## src/rtl/conv_seq_pkg.sv

```systemverilog
package conv_seq_pkg;
  typedef enum logic [1:0] {
    ST_IDLE  = 2'd0,
    ST_RUN   = 2'd1,
    ST_DRAIN = 2'd2
  } seq_state_t;
endpackage

```

## src/rtl/conv_start_qual.sv

```systemverilog
// Qualifies a level start pin: a start fires once after HOLD_CYCLES highs,
// and a stop fires when a qualified pin returns low.
module conv_start_qual #(
  parameter int HOLD_CYCLES = 2
) (
  input  logic clk_i,
  input  logic rst_i,
  input  logic pin_i,
  output logic go_o,
  output logic stop_o
);
  localparam int HW = $clog2(HOLD_CYCLES + 1);

  logic [HW-1:0] high_cnt_q;

  assign go_o   = pin_i && (high_cnt_q == HW'(HOLD_CYCLES - 1));
  assign stop_o = !pin_i && (high_cnt_q == HW'(HOLD_CYCLES));

  always_ff @(posedge clk_i) begin
    if (rst_i) begin
      high_cnt_q <= '0;
    end else if (!pin_i) begin
      high_cnt_q <= '0;
    end else if (high_cnt_q != HW'(HOLD_CYCLES)) begin
      high_cnt_q <= high_cnt_q + 1'b1;
    end
  end
endmodule

```

## src/rtl/conv_period_timer.sv

```systemverilog
// Counts one data period; flags its last cycle and the cycle before it.
module conv_period_timer #(
  parameter int PER_W = 10
) (
  input  logic             clk_i,
  input  logic             rst_i,
  input  logic             restart_i,
  input  logic             enable_i,
  input  logic [PER_W-1:0] period_i,
  output logic             done_o,
  output logic             near_o
);
  logic [PER_W-1:0] cnt_q;

  assign done_o = enable_i && (cnt_q == period_i - PER_W'(1));
  assign near_o = enable_i && (cnt_q == period_i - PER_W'(2));

  always_ff @(posedge clk_i) begin
    if (rst_i || restart_i) begin
      cnt_q <= '0;
    end else if (enable_i) begin
      cnt_q <= done_o ? '0 : cnt_q + 1'b1;
    end
  end
endmodule

```

## src/rtl/conv_seq.sv

```systemverilog
module conv_seq
  import conv_seq_pkg::*;
#(
  parameter int BASE_PERIOD    = 4,
  parameter int RATE_W         = 3,
  parameter int HOLD_CYCLES    = 2,
  parameter int SETTLE_RESULTS = 4
) (
  input  logic              clk_i,
  input  logic              rst_i,
  input  logic              start_pin_i,
  input  logic              cmd_start_i,
  input  logic              cmd_stop_i,
  input  logic              single_i,
  input  logic [RATE_W-1:0] rate_sel_i,
  input  logic              read_begin_i,
  output logic              drdy_o,
  output logic              busy_o,
  output logic              settled_o
);
  localparam int MAX_PERIOD = BASE_PERIOD << ((1 << RATE_W) - 1);
  localparam int PER_W      = $clog2(MAX_PERIOD + 1);
  localparam int CNT_W      = $clog2(SETTLE_RESULTS + 1);

  seq_state_t       state_q;
  logic [PER_W-1:0] period_q;
  logic [CNT_W-1:0] res_cnt_q;
  logic             drdy_q;
  logic             settled_q;

  logic pin_go, pin_stop, start_go, stop_req, tick, near;

  conv_start_qual #(.HOLD_CYCLES(HOLD_CYCLES)) u_qual (
    .clk_i  (clk_i),
    .rst_i  (rst_i),
    .pin_i  (start_pin_i),
    .go_o   (pin_go),
    .stop_o (pin_stop)
  );

  conv_period_timer #(.PER_W(PER_W)) u_timer (
    .clk_i     (clk_i),
    .rst_i     (rst_i),
    .restart_i (start_go),
    .enable_i  (state_q != ST_IDLE),
    .period_i  (period_q),
    .done_o    (tick),
    .near_o    (near)
  );

  assign start_go = cmd_start_i || pin_go;
  assign stop_req = cmd_stop_i || pin_stop;

  always_ff @(posedge clk_i) begin
    if (rst_i) begin
      state_q   <= ST_IDLE;
      period_q  <= PER_W'(BASE_PERIOD);
      res_cnt_q <= '0;
      drdy_q    <= 1'b1;
      settled_q <= 1'b0;
    end else if (start_go) begin
      state_q   <= ST_RUN;
      period_q  <= PER_W'(BASE_PERIOD) << rate_sel_i;
      res_cnt_q <= '0;
      drdy_q    <= 1'b1;
      settled_q <= 1'b0;
    end else begin
      case (state_q)
        ST_RUN, ST_DRAIN: begin
          if (tick) begin
            drdy_q <= 1'b0;
            if (res_cnt_q != CNT_W'(SETTLE_RESULTS))
              res_cnt_q <= res_cnt_q + 1'b1;
            if (res_cnt_q >= CNT_W'(SETTLE_RESULTS - 1))
              settled_q <= 1'b1;
            if (single_i || stop_req || state_q == ST_DRAIN)
              state_q <= ST_IDLE;
          end else begin
            if (stop_req)
              state_q <= ST_DRAIN;
            if (near || read_begin_i)
              drdy_q <= 1'b1;
          end
        end
        default: begin
          if (read_begin_i)
            drdy_q <= 1'b1;
        end
      endcase
    end
  end

  assign drdy_o    = drdy_q;
  assign busy_o    = (state_q != ST_IDLE);
  assign settled_o = settled_q;
endmodule

```

## config.mk

```make
export PLATFORM = sky130hd
export DESIGN_NAME = conv_seq
export DESIGN_NICKNAME = d
export VERILOG_FILES = /design/src/rtl/conv_seq_pkg.sv /design/src/rtl/conv_start_qual.sv /design/src/rtl/conv_period_timer.sv /design/src/rtl/conv_seq.sv
export SDC_FILE = /design/constraint.sdc
export NUM_CORES = 1
export LEC_CHECK = 0
export BUFFER_PORTS_ARGS = -buffer_cell sky130_fd_sc_hd__buf_4
export CELL_PAD_IN_SITES_DETAIL_PLACEMENT = 0
export CELL_PAD_IN_SITES_GLOBAL_PLACEMENT = 2
export CORE_UTILIZATION = 35
export CTS_CLUSTER_DIAMETER = 50
export DETAILED_ROUTE_END_ITERATION = 10
export GPL_TIMING_DRIVEN = 0
export PLACE_DENSITY = 0.79
export SETUP_SLACK_MARGIN = 0.5
export SYNTH_ARGS = -nofsm -noshare
export SYNTH_HDL_FRONTEND = slang
export SYNTH_SLANG_ARGS = --single-unit
```

## constraint.sdc

```tcl
create_clock -name clk_i -period 3.2 [get_ports clk_i]
set_input_delay 0.32 -clock clk_i [delete_from_list [all_inputs] [get_ports clk_i]]
set_output_delay 0.32 -clock clk_i [all_outputs]
set_load 0.01 [all_outputs]
```

==> results.sh <==
export IMPL_run_status="finished clean"
export IMPL_first_pass_grt_wire_length_um=5690
export IMPL_core_area_sq_um=4140
export IMPL_drt_pre_antenna_iters=4
export IMPL_final_common_cell="sky130_fd_sc_hd__dfxtp_1"
export IMPL_grt_ovfl_total=0
export IMPL_avgRoutedWirePerCell_um=13.7
export IMPL_setup_worst_path_start_class="flip-flop"
export IMPL_postLayoutCoreUtil_pct=44.1
export IMPL_drt_iter0_markers=68
export IMPL_achievable_frequency_ghz=0.380
export IMPL_die_area_sq_um=4730
export IMPL_rsz0062_at_grt="false"
export IMPL_pin_count_of_the_biggest_net_entering_global_routing=15
export IMPL_netlist_area_leader_share_pct=34.7
export IMPL_antenna_found_initial=0
export IMPL_fp_dieW_um=68.7
export IMPL_postRouteAntennaNets=0
export IMPL_net_count_of_the_mapped_netlist=209
export IMPL_slew_limit_headroom_pct=67.6
export IMPL_initial_core_util_pct=37.6
export IMPL_critical_path_slowest_cell="sky130_fd_sc_hd__a2111o_1"
export IMPL_port_buffers=10
export IMPL_postRouteWirelength_um=3510
export IMPL_vias_per_cell=5.36
export IMPL_clock_tree_htree_level_count=1
export IMPL_yosys_warnings=0
export IMPL_slowest_delay_ns=0.51
export IMPL_ys_seq_area_share_pct=34.7
export IMPL_vias=1371
export IMPL_layoutNonFillerInstCount=256
export IMPL_endpoint_kind="flip-flop"
export IMPL_arrival_time_of_data_at_the_critical_path_endpoint_ns=2.83
export IMPL_vdd_ir_drop_max_uv=160
export IMPL_ioPinCount=13
export IMPL_root_buffer="sky130_fd_sc_hd__clkbuf_8"
export IMPL_clk_path_buf_depth=2
export IMPL_clkTransAtPathRegs_ns=0.09
export IMPL_grtUsageTotal_pct=16.2
export IMPL_slew_viol_final=0
export IMPL_async_flop_share_pct=0
export IMPL_postSynthCellCount=189
export IMPL_numClockSinks=27
export IMPL_count_of_flip_flops_with_a_built_in_enable_after_synthesis=0
export IMPL_cts_tree="done"
export IMPL_timing_setup_critical_path_class="reg -> reg"
export IMPL_hpwl_um=2600
export IMPL_cellPowerDensity_nw_per_um2=360
export IMPL_timing_critical_path_fanout_max=8
export IMPL_finalHoldViolCount=0
export IMPL_worst_pin_slew_ns=0.486
export IMPL_final_net_count=227
export IMPL_post_route_cells_drive_above_1_share_pct=13.6
export IMPL_post_synth_num_cell_types=40
export IMPL_layout_common_cells="25 x sky130_fd_sc_hd__dfxtp_1, 22 x sky130_fd_sc_hd__nor2_1, 15 x sky130_fd_sc_hd__a21oi_1"
export IMPL_mappedNetlistArea_sq_um=1560
export IMPL_power_after_layout_uw=657
export IMPL_tns_ns=0
export IMPL_cell_repeated_most_along_the_worst_path="sky130_fd_sc_hd__buf_6"
export IMPL_number_of_drc_violations_after_detailed_routing=0
export IMPL_final_period_utilization_pct=82.1
export IMPL_cp_buffers_inverters=3
export IMPL_clkLatencyLatePin_ns=0.27
export IMPL_family_of_cells_with_the_greatest_summed_delay_on_the_critical_path="simple AND/OR/NAND/NOR gates"
export IMPL_worstHoldPathType="in -> reg"
export IMPL_final_period_minus_worst_setup_slack_ns=2.63
export IMPL_routabilityCongestion=0.846
export IMPL_timing_clock_skew_ns=0.00371
export IMPL_maxCapViolCount=0
export IMPL_fill_cells=433
export IMPL_dp_cells=249
export IMPL_final_cell_area_sq_um=1830
export IMPL_leakage_uw=0.000680
export IMPL_placement_rows=23
export IMPL_ys_seq_elements=27
export IMPL_p_r_area_growth_vs_syn_pct=17.3
export IMPL_synth_top_cells_by_area="sky130_fd_sc_hd__dfxtp_1 35%, sky130_fd_sc_hd__ha_1 8.0%, sky130_fd_sc_hd__xor2_1 6.2%"
export IMPL_crit_chain="buf_6 -> inv_1 -> ha_2 -> buf_6 -> nor2b_1 -> or3_4 -> a31o_4 -> a2111o_1 -> or3_1 -> a21oi_2"
export IMPL_report_final_setup_viol=0
export IMPL_tritoncts_num_buffers=3
export IMPL_grt_pass1_vias=1227
export IMPL_worstPathRequired_ns=3.41
export IMPL_synthFlopType="sky130_fd_sc_hd__dfxtp_1"
export IMPL_antenna_cells_inserted=0
export IMPL_synth_area_per_inst_sq_um=8.25
export IMPL_floorplan_die_height_um=68.7
export IMPL_post_synth_top_area_cell="sky130_fd_sc_hd__dfxtp_1"
export IMPL_detailed_place_area_sq_um=1700
==> power breakdown <==
part           switching, uW  internal, uW
clock                    106          89.1
combinational           61.3          48.6
sequential              8.71           343
total                    176           481
==> cell usage after synthesis, types with 3 or more instances <==
cell type / instances
sky130_fd_sc_hd__dfxtp_1: 27
sky130_fd_sc_hd__nor2_1: 22
sky130_fd_sc_hd__a21oi_1: 16
sky130_fd_sc_hd__inv_1: 13
sky130_fd_sc_hd__xor2_1: 11
sky130_fd_sc_hd__ha_1: 10
sky130_fd_sc_hd__nand2_1: 10
sky130_fd_sc_hd__nand4_1: 9
sky130_fd_sc_hd__clkbuf_1: 6
sky130_fd_sc_hd__nor3_1: 6
sky130_fd_sc_hd__o21ai_0: 6
sky130_fd_sc_hd__o31ai_1: 5
sky130_fd_sc_hd__xnor2_1: 5
sky130_fd_sc_hd__and3_1: 4
sky130_fd_sc_hd__nand2b_1: 4
sky130_fd_sc_hd__nor2b_1: 3
sky130_fd_sc_hd__nor4b_1: 3
sky130_fd_sc_hd__or3_1: 3
==> state kept, by name (all words and copies together), names as in the netlist <==
signal	count
drdy_o	1
period_q	8
res_cnt_q	3
settled_o	1
state_q	2
u_qual.high_cnt_q	2
u_timer.cnt_q	10
==> kinds of logic after synthesis <==
| group | Yosys count | synth area share (%) |
|---|---|---|
| AO/OA/AOI/OAI | 44 | 18.7 |
| XOR/XNOR | 16 | 8.99 |
| buffers and inverters | 21 | 5.14 |
| flip-flops | 27 | 34.7 |
| AND/OR/NAND/NOR | 71 | 24.5 |
| adder cells (fa/ha/maj) | 10 | 8.03 |
==> worst register-to-register path, delay by kind of cell, from the launching register on <==
family	cells	cell delay, ns
buf+inv	3	0.29
compound gates	3	0.85
flops	1	0.34
simple gates	3	0.91
fa+ha+maj	1	0.18
==> per-stage QoR <==
| stage | hold slack (ns) | worst slack, ns |
|---|---|---|
| 2_1_floorplan | 0.443 | 0.600 |
| 3_3_place_gp | 0.460 | 0.305 |
| 3_5_place_dp | 0.459 | 0.269 |
| 4_1_cts | 0.333 | 0.532 |
| 5_1_grt | 0.319 | 0.490 |
| 6_report | 0.332 | 0.571 |
==> area by class of cell <==
class                           count  area [sq um]  area share, %
Buffer                              8          45.0           2.46
Sequential cell                    27           543           29.7
Tap cell                           50          62.6           3.42
Multi-Input combinational cell    141           986           53.9
Clock buffer                        4          45.0           2.46
Inverter                           13          48.8           2.67
Timing Repair Buffer               13          97.6           5.34
==> worst paths after layout <==
check                                start                        end  slack [ns]  cells past startpoint
hold / removal                read_begin_i        drdy_o$_SDFFE_PP1P_        0.33                      3
setup / recovery  period_q[2]$_SDFFE_PP1P_  res_cnt_q[2]$_SDFFE_PP0P_        0.57                     10
hold reg to reg   period_q[9]$_SDFFE_PP0P_   period_q[9]$_SDFFE_PP0P_        0.47                      2
setup reg to reg  period_q[2]$_SDFFE_PP1P_  res_cnt_q[2]$_SDFFE_PP0P_        0.57                     10
==> layer usage <==
| metal | up-vias | GRT usage [%] | wire length [um] | share of wire [%] |
|---|---|---|---|---|
| li1 | 703 | - | - | - |
| met1 | 650 | 21.9 | 1780 | 51 |
| met2 | 16 | 27.0 | 1610 | 46 |
| met3 | 2 | 2.47 | 89 | 2.5 |
| met4 | 0 | 3.83 | 25 | 0.71 |
| met5 | - | 0 | 0 | 0 |
==> what timing repair did <==
| action | in CTS | in global routing |
|---|---|---|
| setup buffers | 0 | 3 |
| setup endpoints to repair | 15 | 7 |
| hold buffers | 0 | 0 |
| resized for setup | 3 | 16 |
| pin swaps | 1 | 4 |
Note: power is estimated with default switching activity, not from simulation.
